==> config.mk <==
export PLATFORM = sky130hd
export DESIGN_NAME = npc_sel
export DESIGN_NICKNAME = d
export VERILOG_FILES = /design/src/rtl/npc_pkg.sv /design/src/rtl/npc_targets.sv /design/src/rtl/npc_select.sv /design/src/rtl/npc_sel.sv
export SDC_FILE = /design/constraint.sdc
export NUM_CORES = 1
export LEC_CHECK = 0
export CAP_MARGIN = 25
export CORE_ASPECT_RATIO = 1.1
export CORE_UTILIZATION = 46
export DETAILED_ROUTE_END_ITERATION = 12
export HOLD_SLACK_MARGIN = 0.02
export PLACE_DENSITY = 0.83
export REMOVE_ABC_BUFFERS = 1
export SLEW_MARGIN = 30
export SYNTH_ARGS = -nofsm -noshare
export SYNTH_HDL_FRONTEND = slang
export SYNTH_SLANG_ARGS = --single-unit
export TNS_END_PERCENT = 20
==> constraint.sdc <==
create_clock -name clk -period 2.9 [get_ports clk]
set_input_delay 0.725 -clock clk [delete_from_list [all_inputs] [get_ports clk]]
set_output_delay 0.725 -clock clk [all_outputs]
set_load 0.01 [all_outputs]
==> src/rtl/npc_pkg.sv <==
// Shared definitions for the next-PC selector.
// Assumes the 2-bit transfer-kind encoding is fixed by the decode stage.
package npc_pkg;
    typedef enum logic [1:0] {
        XFER_ABS = 2'b00,
        XFER_IND = 2'b01,
        XFER_EXT = 2'b10,
        XFER_REL = 2'b11
    } xfer_kind_t;
endpackage

==> src/rtl/npc_targets.sv <==
// Computes every candidate next address in parallel: sequential step,
// zero-extended indirect, extension-over-Z indirect and relative.
// Assumes PC_W > Z_W and PC_W > OFS_W; all sums wrap modulo 2^PC_W.
module npc_targets #(
    parameter int PC_W  = 22,
    parameter int Z_W   = 16,
    parameter int EXT_W = 8,
    parameter int OFS_W = 12
) (
    input  logic [PC_W-1:0]  pc_i,
    input  logic [Z_W-1:0]   z_i,
    input  logic [EXT_W-1:0] ext_i,
    input  logic [OFS_W-1:0] ofs_i,
    output logic [PC_W-1:0]  seq_o,
    output logic [PC_W-1:0]  ind_o,
    output logic [PC_W-1:0]  ext_o,
    output logic [PC_W-1:0]  rel_o
);
    localparam int CAT_W = EXT_W + Z_W;
    localparam logic [PC_W-1:0] ONE = PC_W'(1);

    logic [CAT_W-1:0] cat_w;
    logic [PC_W-1:0]  ofs_sext;

    // Join the extension register above Z.
    assign cat_w = {ext_i, z_i};

    // Sign-extend the displacement to the address width.
    assign ofs_sext = {{(PC_W-OFS_W){ofs_i[OFS_W-1]}}, ofs_i};

    // Sequential step and relative target.
    assign seq_o = pc_i + ONE;
    assign rel_o = pc_i + ofs_sext + ONE;

    // Plain indirect target: Z zero-extended.
    assign ind_o = {{(PC_W-Z_W){1'b0}}, z_i};

    // Extended target: truncate or pad the joined value to the address width.
    generate
        if (CAT_W > PC_W) begin : g_ext_trunc
            logic [CAT_W-PC_W-1:0] ext_unused;
            assign ext_unused = cat_w[CAT_W-1:PC_W];
            assign ext_o = cat_w[PC_W-1:0];
        end else if (CAT_W == PC_W) begin : g_ext_exact
            assign ext_o = cat_w;
        end else begin : g_ext_pad
            assign ext_o = {{(PC_W-CAT_W){1'b0}}, cat_w};
        end
    endgenerate
endmodule

==> src/rtl/npc_select.sv <==
// Picks one candidate address from the strobe and transfer kind.
// Assumes all candidates are valid every cycle; pure combinational.
module npc_select
    import npc_pkg::*;
#(
    parameter int PC_W = 22
) (
    input  logic            en_i,
    input  xfer_kind_t      kind_i,
    input  logic [PC_W-1:0] imm_i,
    input  logic [PC_W-1:0] seq_i,
    input  logic [PC_W-1:0] ind_i,
    input  logic [PC_W-1:0] ext_i,
    input  logic [PC_W-1:0] rel_i,
    output logic [PC_W-1:0] sel_o
);
    // Sequential step unless a transfer is requested; then decode the kind.
    always_comb begin
        sel_o = seq_i;
        if (en_i) begin
            unique case (kind_i)
                XFER_ABS: sel_o = imm_i;
                XFER_IND: sel_o = ind_i;
                XFER_EXT: sel_o = ext_i;
                XFER_REL: sel_o = rel_i;
                default:  sel_o = seq_i;
            endcase
        end
    end
endmodule

==> src/rtl/npc_sel.sv <==
// Next program counter selector: registers the chosen next word address.
// Assumes synchronous active-low reset and inputs stable around the edge.
module npc_sel
    import npc_pkg::*;
#(
    parameter int PC_W  = 22,
    parameter int Z_W   = 16,
    parameter int EXT_W = 8,
    parameter int OFS_W = 12
) (
    input  logic             clk,
    input  logic             rst_n,
    input  logic             xfer_en,
    input  logic [1:0]       xfer_kind,
    input  logic [PC_W-1:0]  cur_pc,
    input  logic [PC_W-1:0]  imm_tgt,
    input  logic [Z_W-1:0]   z_ptr,
    input  logic [EXT_W-1:0] ext_hi,
    input  logic [OFS_W-1:0] rel_ofs,
    output logic [PC_W-1:0]  next_pc
);
    localparam int EXT_KEEP = (PC_W - Z_W < EXT_W) ? (PC_W - Z_W) : EXT_W;

    logic [PC_W-1:0] seq_w, ind_w, ext_w, rel_w, sel_w;
    xfer_kind_t      kind_w;

    assign kind_w = xfer_kind_t'(xfer_kind);

    npc_targets #(
        .PC_W(PC_W), .Z_W(Z_W), .EXT_W(EXT_W), .OFS_W(OFS_W)
    ) u_targets (
        .pc_i (cur_pc),
        .z_i  (z_ptr),
        .ext_i(ext_hi),
        .ofs_i(rel_ofs),
        .seq_o(seq_w),
        .ind_o(ind_w),
        .ext_o(ext_w),
        .rel_o(rel_w)
    );

    npc_select #(.PC_W(PC_W)) u_select (
        .en_i  (xfer_en),
        .kind_i(kind_w),
        .imm_i (imm_tgt),
        .seq_i (seq_w),
        .ind_i (ind_w),
        .ext_i (ext_w),
        .rel_i (rel_w),
        .sel_o (sel_w)
    );

    // Output register with synchronous clear.
    always_ff @(posedge clk) begin
        if (!rst_n) next_pc <= '0;
        else        next_pc <= sel_w;
    end

    AST_RESET_CLEARS: assert property (@(posedge clk)
        !rst_n |=> next_pc == '0);
    AST_SEQ_STEP: assert property (@(posedge clk) disable iff (!rst_n)
        !xfer_en |=> next_pc == $past(cur_pc) + PC_W'(1));
    AST_ABS_TARGET: assert property (@(posedge clk) disable iff (!rst_n)
        (xfer_en && xfer_kind == 2'b00) |=> next_pc == $past(imm_tgt));
    AST_IND_ZERO_HI: assert property (@(posedge clk) disable iff (!rst_n)
        (xfer_en && xfer_kind == 2'b01) |=>
            (next_pc[PC_W-1:Z_W] == '0 && next_pc[Z_W-1:0] == $past(z_ptr)));
    AST_EXT_FIELDS: assert property (@(posedge clk) disable iff (!rst_n)
        (xfer_en && xfer_kind == 2'b10) |=>
            (next_pc[Z_W-1:0] == $past(z_ptr) &&
             next_pc[Z_W+EXT_KEEP-1:Z_W] == $past(ext_hi[EXT_KEEP-1:0])));
    AST_REL_STAYS_IN_WINDOW: assert property (@(posedge clk) disable iff (!rst_n)
        (xfer_en && xfer_kind == 2'b11 && rel_ofs == '0) |=>
            next_pc == $past(cur_pc) + PC_W'(1));
endmodule

== Word level (Yosys, flattened, before mapping) ==
Index checks and enable logic that the tools add are counted.

* Multiplexer cells: 2
* Divide/modulo/power cells: 0
* Multiply operators: 0
* Add/subtract/negate cells: 3
* Reductions and logical operators: 1
* Bitwise gates (word level): 0
* Shift operators: 0
* Equal/unequal tests: 3
* Magnitude comparators: 0

{| class="wikitable"
|+ Operators with widths
! operator !! count
|-
| $pmux 22 s4 || 1
|-
| $add 22x1->22 const B || 2
|-
| $add 22x22->22 || 1
|-
| $mux 22 || 1
|-
| $eq 2x2->1 const B || 2
|-
| $eq 2x1->1 const B || 1
|-
| $logic_not 2->1 || 1
|}

* Memory bits (writable): 0
* Logic and storage cells: 10
* Bits in latches: 0
* ROM bits: 0
* Register bits: 22
* Memories: 0
* Output and inout bits: 22
* Input bits: 85

== Logic depth before layout (Yosys ltp) ==
Gate-level depths: netlist of the first run.

* Depth after elaboration: 4
* Gate-level depth with buffers: 10
* Mapped depth without buffers: 10

== Cells and area by module ==
From an unflattened synthesis of the first run, not the netlist that was laid out.

* Cells, all modules: 397
* Area total of the unflattened synthesis: 3265.6 sq um

{| class="wikitable"
|+ Modules (own cells, without submodules)
! module !! cells each !! sequential area each (sq um) !! times used !! area an instance (sq um)
|-
| npc_targets || 250 || 0.0 || 1 || 1747.9
|-
| npc_select || 101 || 0.0 || 1 || 897.1
|-
| npc_sel || 46 || 440.4 || 1 || 620.6
|}

== Worst setup path before layout of the first run ==
Ideal clock, no wire load.

* Path type: input -> register
* Start point: input cur_pc[0]
* End point: register next_pc[16]
* Arrival time: 2.543 ns
* Setup time: 0.119 ns
* Path buffers: 0
* Required time: 2.781 ns
* Path slack: 0.238 ns
* Cell stages on the path: 10
* Cells stage by stage: inv_1 > ha_1 > inv_1 > fa_1 > a211oi_1 > o211ai_2 > a31oi_4 > o21bai_1 > mux2i_1 > o221a_2

* Cells in the longest elaborated chain, start to end: 4
* Elaborated cells between the ends (all ways): 5
* Those cells by class: 3 x add/sub; 2 x mux

{| class="wikitable"
|+ Ends and longest elaborated chain
! item !! RTL line !! source
|-
| from (decl) || npc_sel.sv:15 || <nowiki>input logic [PC_W-1:0] cur_pc,</nowiki>
|-
| $add 22x22->22 || npc_targets.sv:33 || <nowiki>assign rel_o = pc_i + ofs_sext + ONE;</nowiki>
|-
| $add 22x1->22 || npc_targets.sv:33 ||
|-
| $pmux 22 s4 || npc_select.sv:21 || <nowiki>unique case (kind_i)</nowiki>
|-
| $mux 22 (*) || npc_select.sv:20 || <nowiki>if (en_i) begin</nowiki>
|-
| to (signal assigned) || npc_sel.sv:56 || <nowiki>else next_pc <= sel_w;</nowiki>
|-
| to (decl) || npc_sel.sv:20 || <nowiki>output logic [PC_W-1:0] next_pc</nowiki>
|}

Every way passes the cells marked *; elsewhere a longest branch is shown, timed or not.
A chain may end at the register's enable or synchronous reset.

== Worst setup path in the final report of the first run ==
* Start point: input rel_ofs[1]
* End point: register next_pc[15]

* Cells in the longest elaborated chain, start to end: 4

{| class="wikitable"
|+ Ends and longest elaborated chain
! item !! RTL line !! source
|-
| from (decl) || npc_sel.sv:19 || <nowiki>input logic [OFS_W-1:0] rel_ofs,</nowiki>
|-
| $add 22x22->22 || npc_targets.sv:33 ||
|-
| $add 22x1->22 || npc_targets.sv:33 ||
|-
| $pmux 22 s4 || npc_select.sv:21 ||
|-
| $mux 22 || npc_select.sv:20 ||
|}

No other way between the ends.

==> flow_metrics.tcl, run 1 <==
set metrics [dict create \
    power.density_nw_per_um2 295.4 \
    power.internal_mw 0.8850 \
    maxCapViolations 0 \
    ys_types 65 \
    root_buffer "clkbuf_8" \
    power_mw 1.392 \
    finalCritPeriodShare_pct 98.38 \
    seq_area_um2 440.4 \
    setup_viol 0 \
    drive_above_1_share_pct 22.56 \
    antenna_found_initial 0 \
    cts_tree "built" \
    synthToLayoutAreaGrowth_pct 62.49 \
    row_count 29 \
    ant_nets 0 \
    holdCritPathClass "in -> reg" \
    largest_reg_flops 22 \
    drtPass1Iterations 4 \
    placed_cells 625 \
    cts-htree-levels 1 \
    ir_drop_mv 0.2121 \
    clkTransAtPathRegs_ps 100 \
    track_usage_pct 33.90 \
    grt_max_degree 37 \
    cts_sinks 22 \
    n_fill_cell 420 \
    drcViolationCount 0 \
    slew_violations 0 \
    final.min_clock_period_ps 2853 \
    crit_fanout 4 \
    yosysWarnings 0 \
    p_leak_nw 1.926 \
    routed_via_density 5.876 \
    status "complete, no violations" \
    grt_overflow 0 \
    synthArstFlopShare_pct 0 \
    synth_edf_count 0 \
    setup.worst_path.start "rel_ofs[1]" \
    multi_input_area_um2 2379 \
    startpoint_type "input pin" \
    synth_seq_area_share_pct 15.19 \
    gp_congestion 0.9755 \
    synth-seq-cells 22 \
    crit_arrival_ps 3030 \
    worst_setup_path_end_kind "register" \
    p_sw_mw 0.5067 \
    syn_area_um2 2899 \
    cts_buffers 3 \
    fin_area_um2 4711 \
    hold_buffers 0 \
    routedWlPerCell_um 17.43 \
    rsz0062_at_grt "yes" \
    fin_util_pct 79.65 \
    die_area_um2 6624 \
    synthCells 377 \
    num-nets-final 663 \
    grt_pass1_vias 3719 \
    max_freq_ghz 0.3505 \
    totalWireLength_um 11000 \
    antenna_cells 0 \
    start_util_pct 49.02 \
    postPlaceCellArea_um2 4607 \
    hold_viol_final 0 \
    power_frac_seq_pct 24.2 \
    first_iter_violations 238 \
    io_pins 107 \
    die_h_um 85.26 \
    layout_commonest_cell "clkdlybuf4s50_1" \
    port_buffers 104 \
    power.share.clock_pct 18.5 \
    die_x_um 77.69 \
    grt_pass1_wl_um 17460 \
    regMostFlops "next_pc" \
    ys.flop_type "dfxtp_1" \
    avgSynthCellArea_um2 7.690 \
    coreArea_um2 5914 \
    final_cells 631 \
    switching_share_pct 36.41 \
    vias 3708 \
    crit_type "in -> reg" \
    clockBufferDepth 2 \
    worst_pin_slew_ps 439.7 \
    final_cell_mix "101 x clkdlybuf4s50_1, 87 x buf_4, 32 x nor2_1" \
    required_ps 3080 \
    min_from "cur_pc[0]" \
    slew_headroom_pct 70.67 \
    dp_hpwl_um 8777 \
    reg_top3 "next_pc x22" \
    combPwrFrac_pct 57.3 \
]
-- cell usage after synthesis, types with 3 or more instances --
cell type,instances,area share [%]
a31oi_1,11,2.4
nand3_1,12,2.1
o21a_1,6,1.6
nand2b_1,3,0.65
clkbuf_1,11,1.4
a21o_1,4,1.0
o221a_2,3,1.2
o21ai_0,29,5.0
and4_1,3,0.91
dfxtp_1,22,15
mux2i_1,13,4.5
ha_1,22,9.5
nand4_1,9,1.9
a211oi_1,9,2.3
o22ai_1,7,1.5
a21oi_1,26,4.5
nand2_1,29,3.8
nor2_1,32,4.1
or3_1,5,1.1
buf_2,5,0.86
mux2_2,12,4.7
xnor2_1,20,6.0
and3_1,3,0.65
and2_1,3,0.65
xor2_1,10,3.0
o211ai_1,8,2.1
o32ai_1,4,1.2
nor2b_1,7,1.5
inv_1,7,0.91
-- metal layers --
metal  GRT usage [%]  vias up  part of all wire [%]
met5               0        -                     0
met4           14.07        0                   2.9
met3           4.409       40                   7.0
met2           59.69      173                    48
met1           41.21     1702                    42
li1                -     1793                     -
-- layout make-up --
cell class	count	area share, %
Clock buffer	4	1.169
Inverter	7	0.5578
Multi-Input combinational cell	329	50.49
Sequential cell	22	9.349
Tap cell	77	2.045
Timing Repair Buffer	192	36.39
-- what timing repair did --
| action | 4_1_cts | 5_1_grt |
|---|---|---|
| pin swaps | 8 | 1 |
| buffers inserted | 2 | 0 |
| endpoints found under the setup margin | 6 | 7 |
| gates resized for setup | 7 | 5 |
-- power groups by stage --
stage / sequential [mW] / combinational (mW) / clock, mW
final: 0.337 / 0.797 / 0.257
after global routing: 0.339 / 0.858 / 0.268
after CTS: 0.337 / 0.778 / 0.253
after detailed placement: 0.344 / 0.767 / 0
after global placement: 0.344 / 0.751 / 0
after floorplan: 0.358 / 0.325 / 0
-- worst max-delay path, stage by stage --
cell	delay, ps
clkdlybuf4s50_1	540
ha_1	250
nor2b_1	140
o31a_2	320
o2111a_2	310
a32oi_2	260
mux2i_1	350
a31oi_1	130
-- cell families after synthesis --
family,synth area share (%)
compound gates,31.38
simple gates,21.11
xor+xnor,9.063
buf+inv,3.928
mux,9.150
fa+ha+maj,10.19
flops,15.19
-- worst paths after layout --
path | to | slack [ps] | depth (start not counted)
setup / recovery | next_pc[15]$_SDFF_PN0_ | 50 | 8
hold / removal | next_pc[0]$_SDFF_PN0_ | 1070 | 5
-- through the flow --
stage	setup WS, ps	hold WS [ps]	TNS (ps)
finish	47.03	1072	0
global route	-9.863	1122	-9.863
CTS	27.17	1058	0
detailed placement	-447.9	1415	-4283
global placement	-415.5	1411	-3438
floorplan	238.2	814.4	0
Note: power is estimated with default switching activity, not from simulation.
==> run 2, diff against run 1 <==
Settings changed: CAP_MARGIN 25 to 20.
==> results of run 2 <==
Same layout as run 1: the final DEF is identical, and so are final timing and power.
